===== src/rtl/cci_pkg.sv =====
package cci_pkg;
  localparam int DATA_W = 8;
  localparam int ADDR_W = 2;
  localparam int PE_BIT = 6;
  localparam int GE_BIT = 7;

  typedef enum logic [ADDR_W-1:0] {
    A_CTRL = 2'd0,
    A_FLAG = 2'd1,
    A_EN   = 2'd2
  } addr_e;
endpackage


===== src/rtl/cci_sync.sv =====
module cci_sync #(
  parameter int W      = 2,
  parameter int STAGES = 2
) (
  input  logic         clk,
  input  logic         rst_n,
  input  logic [W-1:0] din,
  output logic [W-1:0] dout
);
  logic [W-1:0] stg [STAGES];

  always_ff @(posedge clk or negedge rst_n) begin
    if (!rst_n) stg[0] <= '0;
    else        stg[0] <= din;
  end

  for (genvar k = 1; k < STAGES; k++) begin : g_stage
    always_ff @(posedge clk or negedge rst_n) begin
      if (!rst_n) stg[k] <= '0;
      else        stg[k] <= stg[k-1];
    end
  end

  assign dout = stg[STAGES-1];
endmodule


===== src/rtl/cci_detect.sv =====
module cci_detect (
  input  logic clk,
  input  logic rst_n,
  input  logic cyc_stb,
  input  logic lvl,
  input  logic snap_ld,
  input  logic flag_we,
  input  logic flag_wd,
  output logic samp,
  output logic snap,
  output logic mism,
  output logic flag
);
  logic samp_q, samp_d;
  logic snap_q, snap_d;
  logic flag_q, flag_d;

  always_comb begin
    samp_d = samp_q;
    if (cyc_stb) samp_d = lvl;
    snap_d = snap_q;
    if (snap_ld) snap_d = samp_q;
    mism   = samp_q ^ snap_q;
    flag_d = flag_q;
    if (flag_we) flag_d = flag_wd;
    if (mism)    flag_d = 1'b1;
  end

  always_ff @(posedge clk or negedge rst_n) begin
    if (!rst_n) begin
      samp_q <= 1'b0;
      snap_q <= 1'b0;
      flag_q <= 1'b0;
    end else begin
      samp_q <= samp_d;
      snap_q <= snap_d;
      flag_q <= flag_d;
    end
  end

  assign samp = samp_q;
  assign snap = snap_q;
  assign flag = flag_q;
endmodule


===== src/rtl/cci_regs.sv =====
module cci_regs
  import cci_pkg::*;
#(
  parameter int NCH = 2
) (
  input  logic              clk,
  input  logic              rst_n,
  input  logic              reg_en,
  input  logic              reg_wr,
  input  logic [ADDR_W-1:0] reg_addr,
  input  logic [DATA_W-1:0] reg_wdata,
  input  logic [NCH-1:0]    samp,
  input  logic [NCH-1:0]    flag,
  output logic              snap_ld,
  output logic              flag_we,
  output logic [NCH-1:0]    flag_wd,
  output logic [NCH-1:0]    chen,
  output logic              pe,
  output logic              ge,
  output logic [DATA_W-1:0] reg_rdata,
  output logic              irq
);
  logic [NCH-1:0] chen_q, chen_d;
  logic           pe_q, pe_d, ge_q, ge_d;
  logic           en_we;
  logic           unused_wdata;
  addr_e          addr;

  assign addr         = addr_e'(reg_addr);
  assign unused_wdata = ^reg_wdata;

  always_comb begin
    snap_ld = reg_en && (addr == A_CTRL);
    flag_we = reg_en && reg_wr && (addr == A_FLAG);
    en_we   = reg_en && reg_wr && (addr == A_EN);
    flag_wd = reg_wdata[NCH-1:0];
    chen_d  = chen_q;
    pe_d    = pe_q;
    ge_d    = ge_q;
    if (en_we) begin
      chen_d = reg_wdata[NCH-1:0];
      pe_d   = reg_wdata[PE_BIT];
      ge_d   = reg_wdata[GE_BIT];
    end
  end

  always_ff @(posedge clk or negedge rst_n) begin
    if (!rst_n) begin
      chen_q <= '0;
      pe_q   <= 1'b0;
      ge_q   <= 1'b0;
    end else begin
      chen_q <= chen_d;
      pe_q   <= pe_d;
      ge_q   <= ge_d;
    end
  end

  always_comb begin
    reg_rdata = '0;
    if (reg_en && !reg_wr) begin
      case (addr)
        A_CTRL: reg_rdata[NCH-1:0] = samp;
        A_FLAG: reg_rdata[NCH-1:0] = flag;
        A_EN: begin
          reg_rdata[NCH-1:0] = chen_q;
          reg_rdata[PE_BIT]  = pe_q;
          reg_rdata[GE_BIT]  = ge_q;
        end
        default: reg_rdata = '0;
      endcase
    end
  end

  assign chen = chen_q;
  assign pe   = pe_q;
  assign ge   = ge_q;
  assign irq  = (|(flag & chen_q)) && pe_q && ge_q;
endmodule


===== src/rtl/cmp_chg_irq.sv =====
module cmp_chg_irq
  import cci_pkg::*;
#(
  parameter int NCH         = 2,
  parameter int SYNC_STAGES = 2
) (
  input  logic              clk,
  input  logic              rst_n,
  input  logic [NCH-1:0]    cmp_in,
  input  logic              cyc_stb,
  input  logic              reg_en,
  input  logic              reg_wr,
  input  logic [ADDR_W-1:0] reg_addr,
  input  logic [DATA_W-1:0] reg_wdata,
  output logic [DATA_W-1:0] reg_rdata,
  output logic              irq
);
  logic [NCH-1:0] lvl;
  logic [NCH-1:0] samp, snap, mism, flag;
  logic [NCH-1:0] flag_wd, chen;
  logic           snap_ld, flag_we, pe, ge;
  logic           unused_mism;

  assign unused_mism = ^mism;

  cci_sync #(.W(NCH), .STAGES(SYNC_STAGES)) u_sync (
    .clk(clk), .rst_n(rst_n), .din(cmp_in), .dout(lvl)
  );

  for (genvar i = 0; i < NCH; i++) begin : g_ch
    cci_detect u_det (
      .clk(clk), .rst_n(rst_n), .cyc_stb(cyc_stb), .lvl(lvl[i]),
      .snap_ld(snap_ld), .flag_we(flag_we), .flag_wd(flag_wd[i]),
      .samp(samp[i]), .snap(snap[i]), .mism(mism[i]), .flag(flag[i])
    );
  end

  cci_regs #(.NCH(NCH)) u_regs (
    .clk(clk), .rst_n(rst_n), .reg_en(reg_en), .reg_wr(reg_wr),
    .reg_addr(reg_addr), .reg_wdata(reg_wdata), .samp(samp), .flag(flag),
    .snap_ld(snap_ld), .flag_we(flag_we), .flag_wd(flag_wd), .chen(chen),
    .pe(pe), .ge(ge), .reg_rdata(reg_rdata), .irq(irq)
  );
endmodule


===== config.mk =====
export PLATFORM = sky130hd
export DESIGN_NAME = cmp_chg_irq
export DESIGN_NICKNAME = d
export VERILOG_FILES = /design/src/rtl/cci_pkg.sv /design/src/rtl/cci_sync.sv /design/src/rtl/cci_detect.sv /design/src/rtl/cci_regs.sv /design/src/rtl/cmp_chg_irq.sv
export SDC_FILE = /design/constraint.sdc
export NUM_CORES = 1
export LEC_CHECK = 0
export ABC_CLOCK_PERIOD_IN_PS = 960
export CAP_MARGIN = 20
export CORE_MARGIN = 10
export CORE_UTILIZATION = 37
export CTS_CLUSTER_SIZE = 30
export DETAILED_ROUTE_END_ITERATION = 12
export GPL_TIMING_DRIVEN = 0
export PLACE_DENSITY_LB_ADDON = 0.05
export SYNTH_ARGS = -nofsm -noshare
export SYNTH_HDL_FRONTEND = slang
export SYNTH_SLANG_ARGS = --single-unit

===== constraint.sdc =====
create_clock -name clk -period 0.96 [get_ports clk]
set_input_delay 0.24 -clock clk [delete_from_list [all_inputs] [get_ports clk]]
set_output_delay 0.24 -clock clk [all_outputs]
set_load 0.05 [all_outputs]

==> results of run 1 <==
-- power by group --
part           leakage (nW)  internal [mW]  total [mW]  switching [mW]
combinational         0.307          0.263       0.481           0.219
clock                0.0210          0.231       0.416           0.185
sequential            0.160          0.668       0.726          0.0582
-- cells in the final DEF (no fill, tap or decap), drive strengths merged, types with 4 or more instances in the layout --
master / synthesis / layout
buf: 4 / 19
dfrtp: 14 / 14
clkdlybuf4s50: 0 / 8
mux2: 8 / 8
nand2: 5 / 5
mux2i: 4 / 4
conb: 1 / 4
clkbuf: 0 / 4
-- registers in the layout, summed over array words and instances (netlist names) --
name / cells
u_regs.pe: 1
u_sync.dout: 2
u_sync.stg: 2
u_regs.ge: 1
u_regs.chen: 2
g_ch.u_det.samp: 2
g_ch.u_det.flag: 2
g_ch.u_det.snap: 2
-- kinds of logic after synthesis --
group	count (synthesis)	synth area share, %
AOI/OAI and AO/OA	3	2.66
DFF	14	53.2
other	1	0.570
muxes	12	19.8
buffers and inverters	4	4.56
and+or+nand+nor	16	16.5
xor gates and xnor gates	2	2.66
-- final cells by class --
class / count / share of cell area [%]
multi-input cells: 37 / 35.0
flip-flops and latches: 14 / 32.6
repair buffers: 24 / 23.3
clock buffers: 4 / 3.38
well taps: 25 / 2.91
plain buffers: 4 / 2.80
-- stage by stage --
step	setup TNS [ns]	hold WS (ns)	util [%]	std cells	setup slack (ns)
after global placement	-13.21	0.333	53.6	97	-1.46
after detailed placement	-13.24	0.339	53.6	97	-1.47
after floorplan	-0.590	-0.0556	-	55	-0.274
after global routing	-2.43	0.336	62.9	108	-0.579
after CTS	-2.82	0.354	63.5	110	-0.552
final	-2.14	0.332	62.9	108	-0.530
-- worst max-delay path by stage --
stage | start | endpoint | depth (start not counted)
final | g_ch[1].u_det.samp | reg_rdata[1] | 4
after global routing | g_ch[0].u_det.flag | reg_rdata[0] | 4
after CTS | g_ch[0].u_det.samp | reg_rdata[0] | 4
after detailed placement | reg_addr[0] | reg_rdata[1] | 5
after global placement | reg_addr[0] | reg_rdata[1] | 5
after floorplan | g_ch[0].u_det.samp | reg_rdata[0] | 3
-- worst reg2reg max path: stages (launching register included) --
cell and delay, ns:
sky130_fd_sc_hd__dfrtp_1 0.39, sky130_fd_sc_hd__buf_4 0.14, sky130_fd_sc_hd__buf_6 0.11, sky130_fd_sc_hd__mux2_2 0.25
-- what timing repair did --
| action | CTS | global route |
|---|---|---|
| setup buffers | 9 | 1 |
| resized for setup | 68 | 5 |
| endpoints found under the setup margin | 13 | 11 |
| pin swaps | 2 | 2 |
-- per-layer routing --
metal / routed length [um] / share of wire, % / up-vias / global-route usage (%)
met5: 0 / 0 / - / 0
met4: 36 / 2.6 / 0 / 5.14
met2: 681 / 49 / 14 / 11.9
li1: - / - / 234 / -
met1: 572 / 41 / 243 / 8.29
met3: 89 / 6.5 / 4 / 3.05
==> results list, run 1 <==
* Overall Global Routing Usage: 7.63%
- Number of placement rows: 15
- Dividing the final minimum period by the clock period gives 155%.
- For this run, design rule violations remaining after detail routing come to 0.
* Initial antenna violation count: 0
- The largest single stage delay on the critical path is around 0.36 ns.
* Proportion of netlist area held by the largest area contributor: between 50% and 60%
- Buffers added on ports: 17
- Critical setup path kind: reg -> out
- Standard cell with the maximum stage delay on the critical path: sky130_fd_sc_hd__dfrtp_1
* CTS tree: done
- Crit start category: flop
* Drt initial violations: 5
- Violated checks: setup timing
- In this run, post-CTS hold repair placed 0 buffers.
- Cell with the most instances after synthesis: sky130_fd_sc_hd__dfrtp_1
- Routability-driven placement finished with a final weighted congestion of slightly above 0.7.
- Global-route wire length before repair: 2.38 mm
- Number of CTS-inserted buffers: 3
* Die H: about 62 um
- For this design the ratio of total power to cell area is around 1500 mW/mm^2.
* Fraction of layout cells with a size suffix above 1: about half
* Average vias per placed instance: between 4 and 5
- Clock-pin slew on the worst setup and hold paths: 0.08 ns
- Number of detailed-route iterations in the first pass: 2
- Later-pin clock latency in the skew report: 0.28 ns
* PnR worst setup slack: -0.530 ns
* Synth warnings: 0
- Number of top-level pins: 26
- STA puts the critical path data required time at 0.72 ns.
* Maximum buffer depth of the clock tree: 2
* WL/cell: approximately 13 um
- Run status: finished, violations left
- Netlist cell types: 18
* Leading cell types by total area after synthesis: sky130_fd_sc_hd__dfrtp_1 53%, sky130_fd_sc_hd__mux2_2 14%, sky130_fd_sc_hd__mux2i_1 6.1%, sky130_fd_sc_hd__buf_4 4.6%, sky130_fd_sc_hd__nand2_1 2.9%
- Setup repair after global routing could not meet its margin everywhere.
* Area of the multi-input gates: about 380 um^2
- CTS built an H-tree with a depth of 1.
- Via total after detailed routing: 495
- The worst path in the final design needs a cycle of 1.49 ns, including I/O delays and setup.
- The initial utilization of the core area, before any placement, comes to 38.5%.
* Class of the worst hold path: in -> async
- Worst Path Buf+Inv: 1
- In this run the static leakage power is 0.488 nW.
- Fmax: ~0.67 GHz
- Cell class contributing the biggest share of worst-path delay: flip-flops
* Cell area reported after detailed placement: ~920 um^2
- Total Nets Final: between 100 and 150
- The core region is 0.00171 mm^2.
* Pins over their slew limit: 0
- VDD IR max: 973 uV
- The filler cells instantiated in the layout total 125.
* Flip-flop and latch count after synthesis: 14
* Number of enable flip-flop cells after synthesis: 0
- Actual slew at the worst max-slew pin: 0.599 ns
- Max FO, Critical Path: 2
- The tree built by TritonCTS fans out to 14 sinks.
- For this run, the leading register cell type out of synthesis is sky130_fd_sc_hd__dfrtp_1.
- The detail route stage leaves a number of antenna-violating nets equal to 0.
- The repair_antennas step left the layout with diodes totalling 0.
- Total setup violations reported at the end of the flow: 7
* Remaining global-route overflow: 0
- Final total power: about 1.6 mW
- The commonest cells after synthesis are 14 x sky130_fd_sc_hd__dfrtp_1, 8 x sky130_fd_sc_hd__mux2_2, 5 x sky130_fd_sc_hd__nand2_1.
- Max Clock Skew: between 0.004 and 0.005 ns
* Cell area after technology mapping: between 600 and 700 um^2
- In this run the register-to-register setup slack is -0.04 ns.
* Via count of the first global-routing pass: 529
- Die X-Extent: 62.2 um
* Worst Reg2Reg Path Length in Cells: 3
- The worst register-to-register path ends at g_ch[1].u_det.snap.
- The number of hold violations in the final report was 0.
- Cell area after layout: 0.00107 mm^2
- Traced cell by cell, the critical path runs through mux2i_1, or2_1, a21oi_4, buf_6.
* FF/Latch Area: roughly 350 um^2
- Entering global routing, the biggest net connects 15 pins.
* Kind of end point of the critical path: primary output
- Number of cells produced by synthesis: 52
- Averaged over all synthesized cells, the footprint is 12.7 um^2.
- Max-cap violations in this run came to 0.
- Yosys top cell by area: sky130_fd_sc_hd__dfrtp_1
- After synthesis, flip-flops and latches occupy around 53% of the total area.
- Worst max-slew margin expressed relative to the limit: 59.9%
- Share of synthesized flip-flops with an asynchronous set or reset: 100%
* Worst reg2reg startpoint: g_ch[1].u_det.samp
- Layout overhead on the synthesized area: 63.1%
- Post-Route WL: 1.38 mm
- Die Area: 0.00387 mm^2
- Clock tree synthesis selected as its root buffer the cell sky130_fd_sc_hd__clkbuf_4.
* Arrival time reported for the critical path endpoint: 1.25 ns
(Power assumes the default switching activity.)
==> inputs of run 2 (changes only) <==
--- a/config.mk
+++ b/config.mk
@@ -5,14 +5,17 @@
 export SDC_FILE = /design/constraint.sdc
 export NUM_CORES = 1
 export LEC_CHECK = 0
+export ABC_AREA = 1
 export ABC_CLOCK_PERIOD_IN_PS = 960
 export CAP_MARGIN = 20
+export CORE_ASPECT_RATIO = 0.7
 export CORE_MARGIN = 10
-export CORE_UTILIZATION = 37
+export CORE_UTILIZATION = 39
 export CTS_CLUSTER_SIZE = 30
 export DETAILED_ROUTE_END_ITERATION = 12
 export GPL_TIMING_DRIVEN = 0
 export PLACE_DENSITY_LB_ADDON = 0.05
 export SYNTH_ARGS = -nofsm -noshare
 export SYNTH_HDL_FRONTEND = slang
+export SYNTH_HIERARCHICAL = 1
 export SYNTH_SLANG_ARGS = --single-unit
==> constraint.sdc (replaced) <==
create_clock -name clk -period 0.96 [get_ports clk]
set_input_delay 0.192 -clock clk [delete_from_list [all_inputs] [get_ports clk]]
set_output_delay 0.192 -clock clk [all_outputs]
set_load 0.05 [all_outputs]
==> results list, run 2 <==
- The max-slew violation total from the final report came to 0 (unchanged).
- PnR worst setup slack: -0.325 ns (+0.205 ns)
- Post-route clock period utilization: 134% (-21 points)
* CTS tree: done
- In this design, the largest share of critical-path delay is due to buffers and inverters.
- The global router's overall resource usage is 8.07% (+0.44 points).
- Run status: finished, violations left
- Global-route wire length before repair: 2.68 mm (+13%)
- The clock-pin slew reported for the worst setup and hold paths after clock tree synthesis came to 0.07 ns (about the same).
- Most frequent cells in the layout: 32 x sky130_fd_sc_hd__nand2_1, 17 x sky130_fd_sc_hd__inv_1, 14 x sky130_fd_sc_hd__dfrtp_1
- Drt initial violations: 17 (+12)
* Area inside the core boundary: 0.00182 mm^2 (+6.7%)
- Setup repair after global routing missed its margin: true
* Fin util: 57.0% (-5.9 points)
- Class of the worst hold path: in -> async
- Crit start category: input port
* Synth warnings: 6 (+6)
- The largest fanout of any net on the critical path came to 6 (+4).
* Cell chosen for the clock root: sky130_fd_sc_hd__clkbuf_4
- The setup clock skew after layout was 0.00121 ns (-0.00299 ns).
- Antenna violation net count after detailed routing: 0 (unchanged)
* Number of DRC violations after detailed routing: 0 (unchanged)
* Critical setup path kind: in -> out
* FILL cells: 186 (+49%)
- The final net count was 144 (+43%).
- The largest individual stage delay along the critical path comes from the cell sky130_fd_sc_hd__dlygate4sd2_1.
- Die X-Extent: 72 um (+16%)
- The global route total overflow was 0 (unchanged).
* Capture instance of the worst register-to-register path: g_ch[1].u_det/flag
- The initial cell density of the core came to 40.5% (+2.0 points).
* Critical Path End: reg_rdata[1]
- The data required time at the worst endpoint was 0.77 ns (+0.05 ns).
- Number of top-level pins: 26 (unchanged)
- The maximum clock path buffer count came to 2 (unchanged).
* Post-Route WL: 1.62 mm (+18%)
- The die boundary height is 56.4 um (-9.3%).
- Arrival time reported for the critical path endpoint: 1.09 ns (-0.16 ns)
* Number of cells produced by synthesis: 98 (+88%)
- The filler-free cell count of the finished design is 147 (+36%).
- Fraction of layout cells with a size suffix above 1: 27.2% (-25 points)
- Worst max-slew margin expressed relative to the limit: 58.6% (-1.3 points)
- Die Area: 0.00406 mm^2 (+5.0%)
- Traced cell by cell, the critical path runs through dlygate4sd2_1, inv_2, nand3_1, nand3_1, nand2_1, inv_1, buf_6.
- The actual transition at the worst max-transition pin is 0.619 ns (+0.0199 ns).
- FF/Latch Area: 350 um^2 (unchanged)
- The vias after detailed routing came to 648 (+31%).
* Violated checks: setup timing
* Most frequent cell on the critical path: sky130_fd_sc_hd__nand3_1
- Once detailed placement completed, the half-perimeter wirelength came to 1.23 mm.
* Critical path origin: reg_addr[0]
- The tightest hold margin came to 0.310 ns (-0.0223 ns).
- The number of buffer cells added on primary ports was 17 (unchanged).
- Total setup violations reported at the end of the flow: 7 (unchanged)
* Layout overhead on the synthesized area: 40.7%
* Max incr delay on CP: 0.31 ns (-0.05 ns)
- The peak clock frequency supported by timing came to 0.778 GHz (+16%).
* Min cycle time layout: 1.28 ns (-0.205 ns)
- Leak Pwr: 0.552 nW (+13%)
- In this run the critical register-to-register path is launched from g_ch[1].u_det/samp.
- The routed via count divided by cell count is 4.41 (-3.8%).
- The power density normalized to cell area came to 1330 mW/mm^2 (-12%).
- The average cell area after synthesis is 7.53 um^2 (-40%).
- Kind of end point of the critical path: primary output
* Number of CTS-inserted buffers: 3 (unchanged)
- The routability congestion estimate came to 0.752 (+4.3%).
- The maximum number of pins on one net before global-route repair was 15 (unchanged).
- The register-to-register setup slack is 0.10 ns (+0.14 ns).
- Worst path depth: 7 (+3)
* Later-pin clock latency in the skew report: 0.26 ns (-0.02 ns)
- The number of hold violations in the final report is 0 (unchanged).
- The post-route total power was 1.38 mW (-15%).
- Number of placement rows: 13 (-2)
- The maximum resistive drop on vdd is 762 uV (-22%).
- MaxCap Viol Count: 0 (unchanged)
* TritonCTS Sinks: 14 (unchanged)
- Most common library cell in the layout ignoring fill and taps: sky130_fd_sc_hd__nand2_1
- The number of global-route vias before repair was 633 (+20%).
* Antenna cells: 0 (unchanged)
- Worst Path Buf+Inv: 4 (+3)
- WL/cell: 11.0 um (-14%)
- The logic depth of the worst register-to-register path came to 5 (+2).
- The area of the multi-input gates is 303 um^2 (-19%).
- Initial antenna violation count: 0 (unchanged)
- The combined area of all synthesized cells came to 738 um^2 (+12%).
- The number of levels the H-tree was split into is 1 (unchanged).
- The number of detailed-routing iterations run before antenna repair came to 4 (+2).
* Total placed cells including tap cells: 140 (+44%)
## run 2: layout make-up
class | count | share of cell area, %
buffer | 8 | 5.78
clock buffer | 3 | 2.17
inverter | 20 | 7.23
multi-input combinational | 59 | 29.2
sequential | 14 | 33.7
tap | 22 | 2.65
timing repair buffer | 21 | 19.3
## run 2: worst min path at each step
stage / cells after the start / startpoint / slack [ns] / endpoint
floorplan: 0 / rst_n / -0.10 / g_ch[0].u_det/flag
global placement: 0 / u_sync/stg[2] / 0.33 / u_sync/dout[0]
detailed placement: 0 / u_sync/stg[3] / 0.35 / u_sync/dout[1]
CTS: 1 / rst_n / 0.32 / u_sync/stg[3]
global route: 1 / cmp_in[0] / 0.34 / u_sync/stg[2]
finish: 1 / rst_n / 0.31 / u_sync/stg[3]
## run 2: power breakdown
group          internal (mW)  switching, mW  leakage (nW)
combinational          0.160          0.220         0.374
clock                  0.145          0.159        0.0138
sequential             0.655         0.0458         0.164
## run 2: metrics by stage
step / setup TNS, ns / instance area, um^2 / setup slack, ns
after floorplan: -0.389 / 766 / -0.116
after global placement: -11.17 / 963 / -1.24
after detailed placement: -10.77 / 963 / -1.24
after CTS: -1.63 / 1000 / -0.323
after global routing: -2.32 / 1040 / -0.434
final: -1.68 / 1040 / -0.325
## run 2: timing repair
| action | CTS | global route |
|---|---|---|
| hold buffers | 0 | 0 |
| pin swaps | 7 | 1 |
| buffers inserted | 2 | 2 |
| setup endpoints to repair | 13 | 9 |
| gates resized for setup | 47 | 5 |
## run 2: metal layers
metal / up-vias / GRT usage [%] / wire length (um)
li1: 340 / - / -
met1: 280 / 10.1 / 770
met2: 26 / 11.8 / 705
met3: 2 / 3.86 / 130
met4: 0 / 2.48 / 15
met5: - / 0 / 0
